## src/rtl/sdc_cmd_pkg.sv

```systemverilog
`timescale 1ns/1ps
// Shared widths, field positions and types for the command tracker.
// Assumes the command-word layout that software and the serialiser agree on.
package sdc_cmd_pkg;
    localparam int CMD_W      = 16;
    localparam int ARG_W      = 32;
    localparam int IDX_W      = 6;
    localparam int WORD_W     = 32;
    localparam int RESP_WORDS = 4;
    localparam int SRST_W     = 3;
    // Token bit positions kept in the response words
    localparam int SHORT_HI   = 39;
    localparam int SHORT_LO   = 8;
    localparam int LONG_HI    = 127;
    localparam int LONG_LO    = 8;
    localparam int TOK_W      = LONG_HI + 1;
    localparam int RESP_W     = RESP_WORDS * WORD_W;

    typedef enum logic [1:0] {
        RSP_NONE       = 2'd0,
        RSP_LONG       = 2'd1,
        RSP_SHORT      = 2'd2,
        RSP_SHORT_BUSY = 2'd3
    } rsp_kind_e;

    typedef struct packed {
        logic [IDX_W-1:0] index;
        logic             abort;
        logic             data;
        logic             idx_chk;
        logic             crc_chk;
        rsp_kind_e        rsp;
    } cmd_fields_t;

    typedef enum logic [1:0] {
        DW_IDLE,
        DW_XFER,
        DW_BUSY_PEND,
        DW_BUSY
    } dat_wait_e;
endpackage

```

## src/rtl/sdc_srst_seq.sv

```systemverilog
`timescale 1ns/1ps
// Self-clearing software reset register.
// Each written bit stays visible for RST_CYCLES cycles. A second write
// while a reset is in progress adds its bits and restarts the count.
// The clear outputs take effect at the write edge itself, so a path is
// already quiet in the cycle of the write. Assumes RST_CYCLES >= 1.
module sdc_srst_seq
    import sdc_cmd_pkg::*;
#(
    parameter int RST_CYCLES = 4
) (
    input  logic              clk,
    input  logic              rst_n,
    input  logic              wr,
    input  logic [SRST_W-1:0] wdata,
    output logic [SRST_W-1:0] active,
    output logic              clr_all,
    output logic              clr_cmd,
    output logic              clr_dat
);
    localparam int CNT_W = $clog2(RST_CYCLES + 1);

    logic [CNT_W-1:0] cnt_q;
    logic             req_any;

    assign req_any = wr & (|wdata);

    // Hold the requested bits and count down the reset duration
    always_ff @(posedge clk) begin
        if (!rst_n) begin
            active <= '0;
            cnt_q  <= '0;
        end else if (req_any) begin
            active <= active | wdata;
            cnt_q  <= CNT_W'(RST_CYCLES - 1);
        end else if (|active) begin
            if (cnt_q == '0) begin
                active <= '0;
            end else begin
                cnt_q <= cnt_q - 1'b1;
            end
        end
    end

    // Path clears: either a reset in progress or a request this cycle
    always_comb begin
        clr_all = active[0] | (wr & wdata[0]);
        clr_cmd = clr_all | active[1] | (wr & wdata[1]);
        clr_dat = clr_all | active[2] | (wr & wdata[2]);
    end
endmodule

```

## src/rtl/sdc_cmd_path.sv

```systemverilog
`timescale 1ns/1ps
// Command path: admission check, issue, and wait for the response.
// The command inhibit is the waiting flag. It is set by an accepted
// write and cleared by ser_done or by a command-path clear. The clear
// wins over a ser_done in the same cycle. Assumes the serialiser raises
// ser_done only after the start strobe.
module sdc_cmd_path
    import sdc_cmd_pkg::*;
(
    input  logic             clk,
    input  logic             rst_n,
    input  logic             clr_cmd,
    input  logic             cmd_wr,
    input  cmd_fields_t      fields,
    input  logic [ARG_W-1:0] arg_q,
    input  logic             inhibit_dat,
    input  logic             ser_done,
    output logic             issue,
    output logic             wait_rsp,
    output logic             done_now,
    output logic             cmd_done,
    output logic             ser_start,
    output cmd_fields_t      cur,
    output logic [ARG_W-1:0] cur_arg
);
    logic needs_dat;

    // Decide whether the written command may start now
    always_comb begin
        needs_dat = fields.data | (fields.rsp == RSP_SHORT_BUSY);
        issue     = cmd_wr & ~clr_cmd & ~wait_rsp
                  & (~needs_dat | ~inhibit_dat | fields.abort);
        done_now  = wait_rsp & ser_done & ~clr_cmd;
    end

    // Track the command in flight and produce start and complete pulses
    always_ff @(posedge clk) begin
        if (!rst_n) begin
            wait_rsp  <= 1'b0;
            ser_start <= 1'b0;
            cmd_done  <= 1'b0;
            cur       <= '0;
            cur_arg   <= '0;
        end else begin
            ser_start <= 1'b0;
            cmd_done  <= 1'b0;
            if (clr_cmd) begin
                wait_rsp <= 1'b0;
            end else if (issue) begin
                wait_rsp  <= 1'b1;
                ser_start <= 1'b1;
                cur       <= fields;
                cur_arg   <= arg_q;
            end else if (done_now) begin
                wait_rsp <= 1'b0;
                cmd_done <= 1'b1;
            end
        end
    end
endmodule

```

## src/rtl/sdc_dat_path.sv

```systemverilog
`timescale 1ns/1ps
// Data-line tracker: holds the data inhibit until the data phase or the
// card busy period ends.
// A busy wait starts only after command complete. It assumes card_busy
// is already valid in the cycle after that event. An abort with a busy
// response replaces whatever wait was pending.
module sdc_dat_path
    import sdc_cmd_pkg::*;
(
    input  logic        clk,
    input  logic        rst_n,
    input  logic        clr_dat,
    input  logic        issue,
    input  cmd_fields_t fields,
    input  logic        cmd_done,
    input  logic        card_busy,
    input  logic        dat_done,
    output logic        inhibit_dat,
    output logic        xfer_done
);
    dat_wait_e state_q;
    dat_wait_e start_state;
    logic      needs_dat;
    logic      is_busy;

    // Choose the wait a newly issued command puts on the data line
    always_comb begin
        is_busy     = (fields.rsp == RSP_SHORT_BUSY);
        needs_dat   = fields.data | is_busy;
        start_state = (is_busy && (fields.abort || !fields.data)) ? DW_BUSY_PEND : DW_XFER;
    end

    // Step the data-line wait and raise transfer complete
    always_ff @(posedge clk) begin
        if (!rst_n) begin
            state_q   <= DW_IDLE;
            xfer_done <= 1'b0;
        end else begin
            xfer_done <= 1'b0;
            if (clr_dat) begin
                state_q <= DW_IDLE;
            end else if (issue && needs_dat) begin
                state_q <= start_state;
            end else begin
                case (state_q)
                    DW_XFER: begin
                        if (dat_done) begin
                            state_q   <= DW_IDLE;
                            xfer_done <= 1'b1;
                        end
                    end
                    DW_BUSY_PEND: begin
                        if (cmd_done) state_q <= DW_BUSY;
                    end
                    DW_BUSY: begin
                        if (!card_busy) begin
                            state_q   <= DW_IDLE;
                            xfer_done <= 1'b1;
                        end
                    end
                    default: state_q <= DW_IDLE;
                endcase
            end
        end
    end

    assign inhibit_dat = (state_q != DW_IDLE);
endmodule

```

## src/rtl/sdc_resp_store.sv

```systemverilog
`timescale 1ns/1ps
// Response capture and storage.
// Shifts in token bits most significant first while a response is
// awaited. When the command completes, it copies the payload into the
// response words according to the response kind. The CRC byte of a long
// token is dropped and the payload is right-aligned. A bit that arrives
// together with ser_done is included.
module sdc_resp_store
    import sdc_cmd_pkg::*;
(
    input  logic              clk,
    input  logic              rst_n,
    input  logic              clr_all,
    input  logic              issue,
    input  logic              capture_en,
    input  logic              bit_vld,
    input  logic              bit_in,
    input  logic              commit,
    input  rsp_kind_e         rsp,
    output logic [RESP_W-1:0] resp_flat
);
    localparam int LONG_BITS = LONG_HI - LONG_LO + 1;

    logic [TOK_W-1:0] tok_q;
    logic [TOK_W-1:0] tok_nxt;

    // Next token contents including a bit arriving this cycle
    always_comb begin
        tok_nxt = tok_q;
        if (capture_en && bit_vld) tok_nxt = {tok_q[TOK_W-2:0], bit_in};
    end

    // Shift register and response words
    always_ff @(posedge clk) begin
        if (!rst_n || clr_all) begin
            tok_q     <= '0;
            resp_flat <= '0;
        end else begin
            tok_q <= issue ? '0 : tok_nxt;
            if (commit) begin
                case (rsp)
                    RSP_SHORT, RSP_SHORT_BUSY:
                        resp_flat[WORD_W-1:0] <= tok_nxt[SHORT_HI:SHORT_LO];
                    RSP_LONG:
                        resp_flat <= {{(RESP_W-LONG_BITS){1'b0}}, tok_nxt[LONG_HI:LONG_LO]};
                    default: ;
                endcase
            end
        end
    end
endmodule

```

## src/rtl/sdc_cmd_tracker.sv

```systemverilog
`timescale 1ns/1ps
// Top of the SD command issue and inhibit tracker.
// Decodes command writes, holds the argument, and connects the command
// path, the data-line tracker, the response store and the reset
// register. Assumes register writes arrive as single-cycle strobes.
module sdc_cmd_tracker
    import sdc_cmd_pkg::*;
#(
    parameter int RST_CYCLES = 4
) (
    input  logic              clk,
    input  logic              rst_n,
    input  logic              arg_wr,
    input  logic [ARG_W-1:0]  arg_wdata,
    input  logic              cmd_wr,
    input  logic [CMD_W-1:0]  cmd_wdata,
    input  logic              srst_wr,
    input  logic [SRST_W-1:0] srst_wdata,
    output logic [SRST_W-1:0] srst_state,
    output logic              ser_start,
    output logic              ser_abort,
    output logic [IDX_W-1:0]  ser_index,
    output logic [ARG_W-1:0]  ser_arg,
    output logic [1:0]        ser_resp_type,
    output logic              ser_idx_chk,
    output logic              ser_crc_chk,
    output logic              ser_data,
    input  logic              resp_bit_vld,
    input  logic              resp_bit,
    input  logic              ser_done,
    input  logic              card_busy,
    input  logic              dat_done,
    output logic              inhibit_cmd,
    output logic              inhibit_dat,
    output logic              evt_cmd_done,
    output logic              evt_xfer_done,
    output logic [WORD_W-1:0] resp_w0,
    output logic [WORD_W-1:0] resp_w1,
    output logic [WORD_W-1:0] resp_w2,
    output logic [WORD_W-1:0] resp_w3
);
    cmd_fields_t       dec;
    cmd_fields_t       cur;
    logic [ARG_W-1:0]  arg_q;
    logic              clr_all;
    logic              clr_cmd;
    logic              clr_dat;
    logic              issue;
    logic              wait_rsp;
    logic              done_now;
    logic [RESP_W-1:0] resp_flat;
    logic              unused_cmd_bits;

    // Split the written command word into its fields
    always_comb begin
        dec.index   = cmd_wdata[13:8];
        dec.abort   = (cmd_wdata[7:6] == 2'b11);
        dec.data    = cmd_wdata[5];
        dec.idx_chk = cmd_wdata[4];
        dec.crc_chk = cmd_wdata[3];
        dec.rsp     = rsp_kind_e'(cmd_wdata[1:0]);
    end
    assign unused_cmd_bits = ^{cmd_wdata[15:14], cmd_wdata[2]};

    // Argument register, wiped by a full reset
    always_ff @(posedge clk) begin
        if (!rst_n || clr_all) begin
            arg_q <= '0;
        end else if (arg_wr) begin
            arg_q <= arg_wdata;
        end
    end

    sdc_srst_seq #(
        .RST_CYCLES (RST_CYCLES)
    ) u_srst (
        .clk     (clk),
        .rst_n   (rst_n),
        .wr      (srst_wr),
        .wdata   (srst_wdata),
        .active  (srst_state),
        .clr_all (clr_all),
        .clr_cmd (clr_cmd),
        .clr_dat (clr_dat)
    );

    sdc_cmd_path u_cmd (
        .clk         (clk),
        .rst_n       (rst_n),
        .clr_cmd     (clr_cmd),
        .cmd_wr      (cmd_wr),
        .fields      (dec),
        .arg_q       (arg_q),
        .inhibit_dat (inhibit_dat),
        .ser_done    (ser_done),
        .issue       (issue),
        .wait_rsp    (wait_rsp),
        .done_now    (done_now),
        .cmd_done    (evt_cmd_done),
        .ser_start   (ser_start),
        .cur         (cur),
        .cur_arg     (ser_arg)
    );

    sdc_dat_path u_dat (
        .clk         (clk),
        .rst_n       (rst_n),
        .clr_dat     (clr_dat),
        .issue       (issue),
        .fields      (dec),
        .cmd_done    (evt_cmd_done),
        .card_busy   (card_busy),
        .dat_done    (dat_done),
        .inhibit_dat (inhibit_dat),
        .xfer_done   (evt_xfer_done)
    );

    sdc_resp_store u_resp (
        .clk        (clk),
        .rst_n      (rst_n),
        .clr_all    (clr_all),
        .issue      (issue),
        .capture_en (wait_rsp),
        .bit_vld    (resp_bit_vld),
        .bit_in     (resp_bit),
        .commit     (done_now),
        .rsp        (cur.rsp),
        .resp_flat  (resp_flat)
    );

    // Outputs toward the serialiser and the register file
    always_comb begin
        inhibit_cmd   = wait_rsp;
        ser_abort     = clr_cmd;
        ser_index     = cur.index;
        ser_resp_type = cur.rsp;
        ser_idx_chk   = cur.idx_chk;
        ser_crc_chk   = cur.crc_chk;
        ser_data      = cur.data;
        resp_w0       = resp_flat[0*WORD_W +: WORD_W];
        resp_w1       = resp_flat[1*WORD_W +: WORD_W];
        resp_w2       = resp_flat[2*WORD_W +: WORD_W];
        resp_w3       = resp_flat[3*WORD_W +: WORD_W];
    end
endmodule

```

## config.mk

```make
export PLATFORM = sky130hd
export DESIGN_NAME = sdc_cmd_tracker
export DESIGN_NICKNAME = d
export VERILOG_FILES = /design/src/rtl/sdc_cmd_pkg.sv /design/src/rtl/sdc_srst_seq.sv /design/src/rtl/sdc_cmd_path.sv /design/src/rtl/sdc_dat_path.sv /design/src/rtl/sdc_resp_store.sv /design/src/rtl/sdc_cmd_tracker.sv
export SDC_FILE = /design/constraint.sdc
export NUM_CORES = 1
export LEC_CHECK = 0
export BUFFER_PORTS_ARGS = -buffer_cell sky130_fd_sc_hd__buf_2
export CAP_MARGIN = 20
export CORE_MARGIN = 1.5
export CORE_UTILIZATION = 61
export CTS_BUF_LIST = sky130_fd_sc_hd__clkbuf_4
export CTS_CLUSTER_DIAMETER = 200
export CTS_CLUSTER_SIZE = 8
export DETAILED_ROUTE_END_ITERATION = 16
export PLACE_DENSITY = 0.87
export SYNTH_ARGS = -nofsm -noshare
export SYNTH_HDL_FRONTEND = slang
export SYNTH_HIERARCHICAL = 1
export SYNTH_SLANG_ARGS = --single-unit
```

## constraint.sdc

```tcl
create_clock -name clk -period 6.3 [get_ports clk]
set_input_delay 0.63 -clock clk [delete_from_list [all_inputs] [get_ports clk]]
set_output_delay 0.63 -clock clk [all_outputs]
set_load 0.005 [all_outputs]
```

==> metrics.yaml <==
yosysWarnings: 6
hold_buffers: 0
via_count: 8875
seq_power_share_pct: 64.1
drt_iter0_drc: 419
fmax_ghz: 0.319
first_pass_iters: 5
syn2layout_area_growth_pct: 10.8
power.internal_mw: 2.57
finalHoldViolations: 0
dp_hpwl_um: 15300
drc_errors: 0
power_density_nw_per_um2: 252
final-setup-viol-count: 0
timing.rr.start: "u_srst/active[0]$_SDFFE_PN0P_"
drive_above_1_share_pct: 21.7
slew_violations: 0
grtUsageTotal_pct: 23.0
path_clk_slew_ns: 0.09
antenna_found_initial: 1
fillers: 1545
routed_via_density: 5.32
grt_first_pass_wirelength_um: 39100
path_depth: 8
reg2regPathDepth: 8
core_area_um2: 19400
cp_top_family: "simple AND/OR/NAND/NOR gates"
pwr-share-comb_pct: 5.8
finalSetupTns_ns: 0
wl_per_cell_um: 14.4
slowest_stage: "buf_4"
status: "complete, no violations"
port_buffers: 229
crit_end: "u_resp/tok_q[38]$_SDFF_PP0_"
switching_share_pct: 23.4
clkPwrFrac_pct: 30.1
root_buffer: "clkbuf_4"
initial_utilization_pct: 62.1
routed_wl_um: 24000
rsz0062_at_grt: "no"
cts.path.max_buffers: 3
grt_remaining_overflow: 0
cp.buffers_inverters: 2
gp_congestion: 0.875
required_ns: 6.78
io-pin-count: 241
fin_crit_ns: 3.14
max-vdd-ir-drop_mv: 0.172
clkLatencyLatePin_ns: 0.67
leakage_nw: 5.51
post-route-period-util_pct: 49.8
syn_inst: 1207
clock_sinks: 335
syn_area_um2: 12000
cp-startpoint: "u_srst/active[0]$_SDFFE_PN0P_"
worstReg2RegEnd: "u_resp/tok_q[38]$_SDFF_PP0_"
chipWidth_um: 143
slew_headroom_pct: 30.1
cts_resized: 0
rows: 51
cp_max_fo: 83
startpoint_type: "register"
layout.nets: 1464
maxCapViolCount: 0
tritoncts: "yes"
r2r_slack_ns: 3.16
fin_skew_ns: 0.0454
tightest_slew_ns: 1.05
p_switching_mw: 0.784
report.power.total_mw: 3.36
htree_levels: 2
syn_area_per_cell_um2: 9.97
hold_path_class: "primary input to register"
cp.arrival_ns: 3.62
timing_worst_setup_path_type: "register to register"
die_area_um2: 20600
crit_path_end_kind: "register"
grt_max_degree: 121
cts_buffers: 47
path_cells: "a21oi_1, nand2_1, nor3b_4, o21ai_4, inv_8, nand2b_4, buf_4, nor2_1"
post_cts_buffers: 0
grt_pass1_vias: 8593
max_stage_delay_ns: 0.74
final_antenna_net_count: 0
fp.dieH_um: 143
[flip-flops by register name, summed over array words and instances, names as in the netlist, 2 cells and up]
signal,cells
u_resp/tok_q,128
u_cmd/cur,11
u_resp/resp_flat,120
arg_q,32
u_dat/state_q,2
u_srst/cnt_q,3
u_srst/active,3
u_cmd/cur_arg,32
[cells in the final DEF (no fill, tap or decap), drive strengths merged, types with 2 or more instances in the layout]
cell type and count:
nand2 110, mux2i 196, buf 236, dfxtp 335, o21ai 125, conb 8
or2b 2, nor3 4, a21oi 136, nor2 154, o31ai 2, nand2b 5
and3b 2, o21a 2, nand4 2, mux2 2, clkbuf 49, o31a 2
nand3 4, nor3b 2, inv 7, and2 3, ha 2, nor2b 3
[per-layer routing]
metal / part of all wire (%) / up-vias / track usage (%)
li1: - / 4456 / -
met1: 42 / 4120 / 26.4
met2: 48 / 235 / 39.7
met3: 7.3 / 64 / 7.16
met4: 3.2 / 0 / 9.51
met5: 0 / - / 0
[cell type report]
class                   count  area [um2]  share of cell area (%)
flip-flops and latches    335        6710                    50.3
multi-input cells         774        4680                    35.1
repair buffers            236        1200                    8.99
clock buffers              49         368                    2.76
well taps                 265         332                    2.49
inverters                   7        33.8                   0.253
clock inverters             2        16.3                   0.122
diodes                      1        2.50                  0.0188
[worst min-delay path by stage]
stage | to | start | slack (ns) | depth (start not counted)
2_1_floorplan | u_resp/tok_q[1]$_SDFFE_PP0P_ | u_resp/tok_q[0]$_SDFFE_PP0P_ | 0.43 | 2
3_3_place_gp | u_cmd/cur[4]$_SDFFE_PN0P_ | u_cmd/cur[4]$_SDFFE_PN0P_ | 0.43 | 2
3_5_place_dp | u_cmd/cur[7]$_SDFFE_PN0P_ | u_cmd/cur[7]$_SDFFE_PN0P_ | 0.44 | 2
4_1_cts | arg_q[5]$_SDFFE_PP0P_ | arg_wdata[5] | 0.12 | 3
5_1_grt | arg_q[5]$_SDFFE_PP0P_ | arg_wdata[5] | 0.15 | 3
6_report | arg_q[7]$_SDFFE_PP0P_ | arg_wdata[7] | 0.20 | 3
[power groups by stage]
stage,logic (mW),registers [mW],clock network (mW)
after floorplan,0.157,2.20,0
after global placement,0.191,2.20,0
after detailed placement,0.196,2.20,0
after CTS,0.196,2.15,1.05
after global routing,0.214,2.16,1.14
final,0.196,2.15,1.01
[through the flow]
| step | hold slack (ns) | worst slack, ns | utilization [%] | cell area (um2) | std cells |
|---|---|---|---|---|---|
| detailed placement | 0.444 | 2.74 | 66.8 | 13000 | 1617 |
| floorplan | 0.432 | 3.97 | - | 12100 | 1214 |
| global placement | 0.435 | 2.80 | 66.8 | 13000 | 1617 |
| finish | 0.202 | 3.16 | 68.8 | 13300 | 1669 |
| CTS | 0.117 | 3.14 | 68.8 | 13300 | 1668 |
| global route | 0.149 | 2.88 | 68.8 | 13300 | 1669 |
[tightest hold or removal path: stages]
cell and delay [ns]:
buf_2 0.07, mux2i_1 0.06, nor2_1 0.07
No activity file was read; power rests on OpenSTA's default activity.
